File: src/rtl/qspi_quad_reader.sv
module qspi_quad_reader #(
  parameter int ADDR_W      = 24,
  parameter int LEN_W       = 12,
  parameter int CLK_DIV     = 2,
  parameter int DUMMY_CLKS  = 6,
  parameter int MIN_CS_HIGH = 2
) (
  input  logic              clk,
  input  logic              rst_n,
  input  logic              req_valid,
  output logic              req_ready,
  input  logic [ADDR_W-1:0] req_addr,
  input  logic [LEN_W-1:0]  req_len,
  input  logic              req_cont,
  input  logic              exit_valid,
  output logic              exit_ready,
  output logic              cs_n,
  output logic              sck,
  output logic [3:0]        sio_o,
  output logic [3:0]        sio_oe,
  input  logic [3:0]        sio_i,
  output logic [7:0]        dout_data,
  output logic              dout_valid,
  input  logic              dout_ready,
  output logic              busy,
  output logic              cont_mode
);
  localparam int ADDR_NIB = ADDR_W / 4;
  localparam int AM_CLKS  = ADDR_NIB + 2;
  localparam int HIZ_CLKS = DUMMY_CLKS - 2;
  localparam int SH_W     = ADDR_W + 16;
  localparam int DIV_W    = $clog2(CLK_DIV) + 1;
  localparam int CNT_W    = $clog2(AM_CLKS + DUMMY_CLKS + MIN_CS_HIGH + 8) + 1;

  typedef enum logic [2:0] {S_IDLE, S_CMD, S_AM, S_DUM, S_DATA, S_EXIT, S_GAP} st_t;

  st_t              st;
  logic [DIV_W-1:0] div;
  logic [CNT_W-1:0] cnt;
  logic [SH_W-1:0]  sh;
  logic [LEN_W-1:0] left;
  logic             hi_nib;
  logic             pend_cont;
  logic [3:0]       nib;

  wire       single    = (st == S_CMD) || (st == S_EXIT);
  wire       active    = (st != S_IDLE) && (st != S_GAP);
  wire       stall     = dout_valid && !dout_ready;
  wire       tick      = active && !stall && (div == DIV_W'(CLK_DIV - 1));
  wire       rise      = tick && !sck;
  wire       fall      = tick && sck;
  wire       last      = (cnt == CNT_W'(1));
  wire       done      = fall && (((st == S_DATA) && hi_nib && (left == '0)) ||
                                  ((st == S_EXIT) && last));
  wire [7:0] mode_byte = req_cont ? 8'hA0 : 8'h00;

  assign sio_o      = single ? {3'b000, sh[SH_W-1]} : sh[SH_W-1 -: 4];
  assign sio_oe     = single ? 4'b0001 : ((st == S_AM) ? 4'b1111 : 4'b0000);
  assign busy       = ~cs_n;
  assign exit_ready = (st == S_IDLE);
  assign req_ready  = exit_ready && !exit_valid;

  always_ff @(posedge clk or negedge rst_n) begin
    if (!rst_n) begin
      st         <= S_IDLE;
      div        <= '0;
      cnt        <= '0;
      sh         <= '0;
      left       <= '0;
      hi_nib     <= 1'b1;
      pend_cont  <= 1'b0;
      nib        <= '0;
      cs_n       <= 1'b1;
      sck        <= 1'b0;
      dout_data  <= '0;
      dout_valid <= 1'b0;
      cont_mode  <= 1'b0;
    end else begin
      if (dout_valid && dout_ready) dout_valid <= 1'b0;
      if (active && !stall) div <= tick ? '0 : div + 1'b1;

      if (rise) begin
        sck <= 1'b1;
        if (st == S_DATA) begin
          hi_nib <= ~hi_nib;
          if (hi_nib) nib <= sio_i;
          else begin
            dout_data  <= {nib, sio_i};
            dout_valid <= 1'b1;
          end
        end
      end

      if (fall) begin
        sck <= 1'b0;
        sh  <= single ? (sh << 1) : (sh << 4);
        cnt <= cnt - 1'b1;
        case (st)
          S_CMD:  if (last) begin st <= S_AM; cnt <= CNT_W'(AM_CLKS); end
          S_AM:   if (last) begin
                    st  <= (HIZ_CLKS > 0) ? S_DUM : S_DATA;
                    cnt <= CNT_W'(HIZ_CLKS);
                  end
          S_DUM:  if (last) st <= S_DATA;
          S_DATA: if (hi_nib && left != '0) left <= left - 1'b1;
          default: ;
        endcase
      end

      if (done) begin
        cs_n      <= 1'b1;
        st        <= S_GAP;
        cnt       <= CNT_W'(MIN_CS_HIGH - 2);
        cont_mode <= (st == S_DATA) && pend_cont;
      end

      if (st == S_GAP) begin
        if (cnt == '0) st <= S_IDLE;
        else cnt <= cnt - 1'b1;
      end

      if (st == S_IDLE) begin
        if (exit_valid) begin
          cs_n <= 1'b0;
          st   <= S_EXIT;
          sh   <= {8'hFF, {(SH_W-8){1'b0}}};
          cnt  <= CNT_W'(8);
        end else if (req_valid) begin
          cs_n      <= 1'b0;
          left      <= req_len;
          pend_cont <= req_cont;
          hi_nib    <= 1'b1;
          if (cont_mode) begin
            st  <= S_AM;
            sh  <= {req_addr, mode_byte, 8'h00};
            cnt <= CNT_W'(AM_CLKS);
          end else begin
            st  <= S_CMD;
            sh  <= {8'hEB, req_addr, mode_byte};
            cnt <= CNT_W'(8);
          end
        end
      end
    end
  end
endmodule

File: config.mk
export PLATFORM = sky130hd
export DESIGN_NAME = qspi_quad_reader
export DESIGN_NICKNAME = d
export VERILOG_FILES = /design/src/rtl/qspi_quad_reader.sv
export SDC_FILE = /design/constraint.sdc
export NUM_CORES = 1
export LEC_CHECK = 0
export BUFFER_PORTS_ARGS = -buffer_cell sky130_fd_sc_hd__buf_2
export CAP_MARGIN = 0
export CORE_ASPECT_RATIO = 0.7
export CORE_MARGIN = 1
export CORE_UTILIZATION = 40
export CTS_CLUSTER_SIZE = 24
export DETAILED_ROUTE_END_ITERATION = 7
export PLACE_DENSITY = 0.72
export SETUP_SLACK_MARGIN = 0.1
export SLEW_MARGIN = 20
export SYNTH_ARGS = -nofsm -noshare
export SYNTH_HDL_FRONTEND = slang
export SYNTH_SLANG_ARGS = --single-unit
File: constraint.sdc
create_clock -name clk -period 2 [get_ports clk]
set_clock_uncertainty 0.05 [all_clocks]
set_input_delay 0.1 -clock clk [delete_from_list [all_inputs] [get_ports clk]]
set_output_delay 0.1 -clock clk [all_outputs]
set_load 0.02 [all_outputs]
==> impl_metrics.json <==
{
  "synthFlopType": "dfrtp_1",
  "syn-instance-count": 475,
  "dp_slack_ns": 0.0124,
  "finalWorstSetupSlack_ns": 0.0450,
  "final_cell_mix": "dfrtp_1, buf_2, nand2_1",
  "syn2layout_area_growth_pct": 42.3,
  "htree_num_levels": 3,
  "setup_viol": 0,
  "synth_top_area_share": 0.431,
  "fp-row-count": 32,
  "clk_pin_slew_ns": 0.06,
  "drc": 0,
  "post-route-min-period_ns": 1.96,
  "netlist_area_um2": 4590,
  "hold_class": "primary input to register",
  "avgSynthCellArea_um2": 9.66,
  "maxSlewViolCount": 0,
  "diodes": 0,
  "cts_root_buffer": "clkbuf_16",
  "start_util": 0.414,
  "final_common_cell": "dfrtp_1",
  "tritoncts": "done",
  "yosysWarningCount": 0,
  "synth_area_leaders": "dfrtp_1, nand2_1, mux2i_1",
  "outcome": "finished, final reports clean",
  "worstSetupEndpointType": "register",
  "first_iter_violations": 587,
  "drv_cap": 0,
  "cts_num_sinks": 81,
  "cp_max_fo": 6,
  "synthArstFlopShare": 1.00,
  "synth_fp_nets": 526,
  "yosysTopAreaCell": "dfrtp_1",
  "timing.fmax_mhz": 512,
  "synth_seq_cells": 81,
  "grt_pass1_vias": 4166,
  "p_leak_uw": 0.00292,
  "grt_pass1_wl_um": 20500,
  "dp.cells": 710,
  "num-fill-cells": 917,
  "vias": 4388,
  "worst_slew_pin_slew_ns": 0.573,
  "critPathKind": "register to register",
  "drt-pass1-iter-count": 5,
  "grt_setup_unrepaired": "true",
  "fin_crit_sh": 0.978,
  "crit_arrival_ns": 2.16,
  "wl_um": 13600,
  "clock_latency_ns": 0.33,
  "power_density_nw_per_um2": 1660,
  "cp.required_ns": 2.21,
  "final_util": 0.589,
  "synth_edf_count": 0,
  "cts_buffers": 9,
  "cp-start-kind": "register",
  "antenna_found_initial": 0,
  "core_area_um2": 11100,
  "multiInputGateArea_um2": 2540,
  "finalPower_uw": 10800,
  "vias_per_cell": 5.58,
  "ir_drop_uv": 906,
  "final_cells": 787,
  "post_drt_wl_per_cell_um": 17.3,
  "routabilityCongestion": 0.928,
  "port_buffers": 68,
  "layout-drive-gt1-share": 0.341,
  "hpwl_um": 8810,
  "cts_max_path_buffers": 2,
  "die_x_um": 130,
  "die-area_um2": 11900,
  "die_h_um": 91.6,
  "synth-seq-area-share": 0.442,
  "grt_usage": 0.223,
  "grt_max_degree": 42,
  "pin_count": 69,
  "hold_viol": 0,
  "slew_headroom": 0.618,
  "synth.distinct_cells": 61,
  "fin_nets": 680,
  "seqCellArea_um2": 2030,
  "grt-ovfl-total": 0,
  "detail-route-antenna-nets": 0
}
[synthesized netlist by cell type, types with 3 or more instances]
library cell and instances:
xor2_1 11, a22o_1 7, o21ai_0 12, nor3_1 3, nand4_1 5, o211ai_1 4
nor2_1 52, nand2b_1 5, a21oi_1 8, nand2_1 60, nor2b_1 4, clkbuf_1 6
nor2_4 3, and3_1 3, buf_2 18, a221o_1 18, o21ai_1 11, a211oi_1 20
buf_4 8, a31oi_1 14, mux2_2 13, dfrtp_1 79, and2_1 5, mux2i_1 21
or3_1 3, ha_1 5, inv_1 8, o22a_1 7, xnor2_1 3, nand3_1 17
[power by group]
part           total (uW)  switching, uW  internal, uW
Sequential           2990            682          2310
Clock                1760            633          1130
Combinational        6070           3010          3070
[stage by stage]
stage               TNS, ns  area [um2]  hold slack (ns)
finish                    0        6530           0.0156
global route        -0.0894        6530           0.0169
floorplan                 0        4630           -0.246
CTS                       0        6190          0.00987
global placement          0        5410           0.0808
detailed placement        0        5410           0.0870
[area by class of cell]
class / instances / area share
Inverter: 9 / 0.00556
Clock buffer: 13 / 0.0383
Multi-Input combinational cell: 352 / 0.389
Tap cell: 153 / 0.0293
Clock inverter: 3 / 0.00996
Timing Repair Buffer: 176 / 0.217
Sequential cell: 81 / 0.311
[registers in the layout, summed over array words and instances (netlist names)]
register    cells
cont_mode       1
hi_nib          1
dout_valid      1
left           12
dout_data       8
sh             40
st              3
pend_cont       1
div             2
nib             4
cs_n            1
cnt             6
sck             1
[worst paths after layout]
kind | start | to | slack, ns | cells after the start
max | st[1]$_DFF_PN0_ | left[8]$_DFF_PN0_ | 0.04 | 7
min | req_addr[18] | sh[26]$_DFF_PN0_ | 0.02 | 2
max reg2reg | st[1]$_DFF_PN0_ | left[8]$_DFF_PN0_ | 0.04 | 7
min reg2reg | dout_data[3]$_DFFE_PN0P_ | dout_data[3]$_DFFE_PN0P_ | 0.45 | 1
max in group asynchronous | rst_n | hi_nib$_DFF_PN1_ | 0.97 | 3
min in group asynchronous | rst_n | sh[18]$_DFF_PN0_ | 0.26 | 2
[cell families after synthesis]
family	count (synthesis)	synth area share
AO/OA/AOI/OAI	117	0.190
flip-flops	81	0.442
XOR/XNOR	15	0.0303
multiplexers	34	0.0777
adder cells (fa/ha/maj)	5	0.0136
AND/OR/NAND/NOR	180	0.197
buffers and inverters	43	0.0499
[layer usage]
layer | wire [um] | global-route usage | up-vias
met5 | 0 | 0 | -
li1 | - | - | 2041
met2 | 6190 | 0.337 | 169
met4 | 240 | 0.0698 | 0
met1 | 6360 | 0.318 | 2158
met3 | 843 | 0.0461 | 20
[repair_timing]
item,CTS,global route
endpoints found under the hold margin,87,0
gates cloned,0,2
gates resized for setup,8,42
setup buffers,3,15
pin swaps,3,22
hold buffers,41,0
endpoints found under the setup margin,60,56
[critical path, stage by stage (launching register included)]
cell and delay, ns:
dfrtp_2 0.48, buf_6 0.14, nor4bb_2 0.27, buf_4 0.16, and3_4 0.20, nand3_4 0.08
or3_1 0.33, a31oi_1 0.17
(Power assumes the default switching activity.)
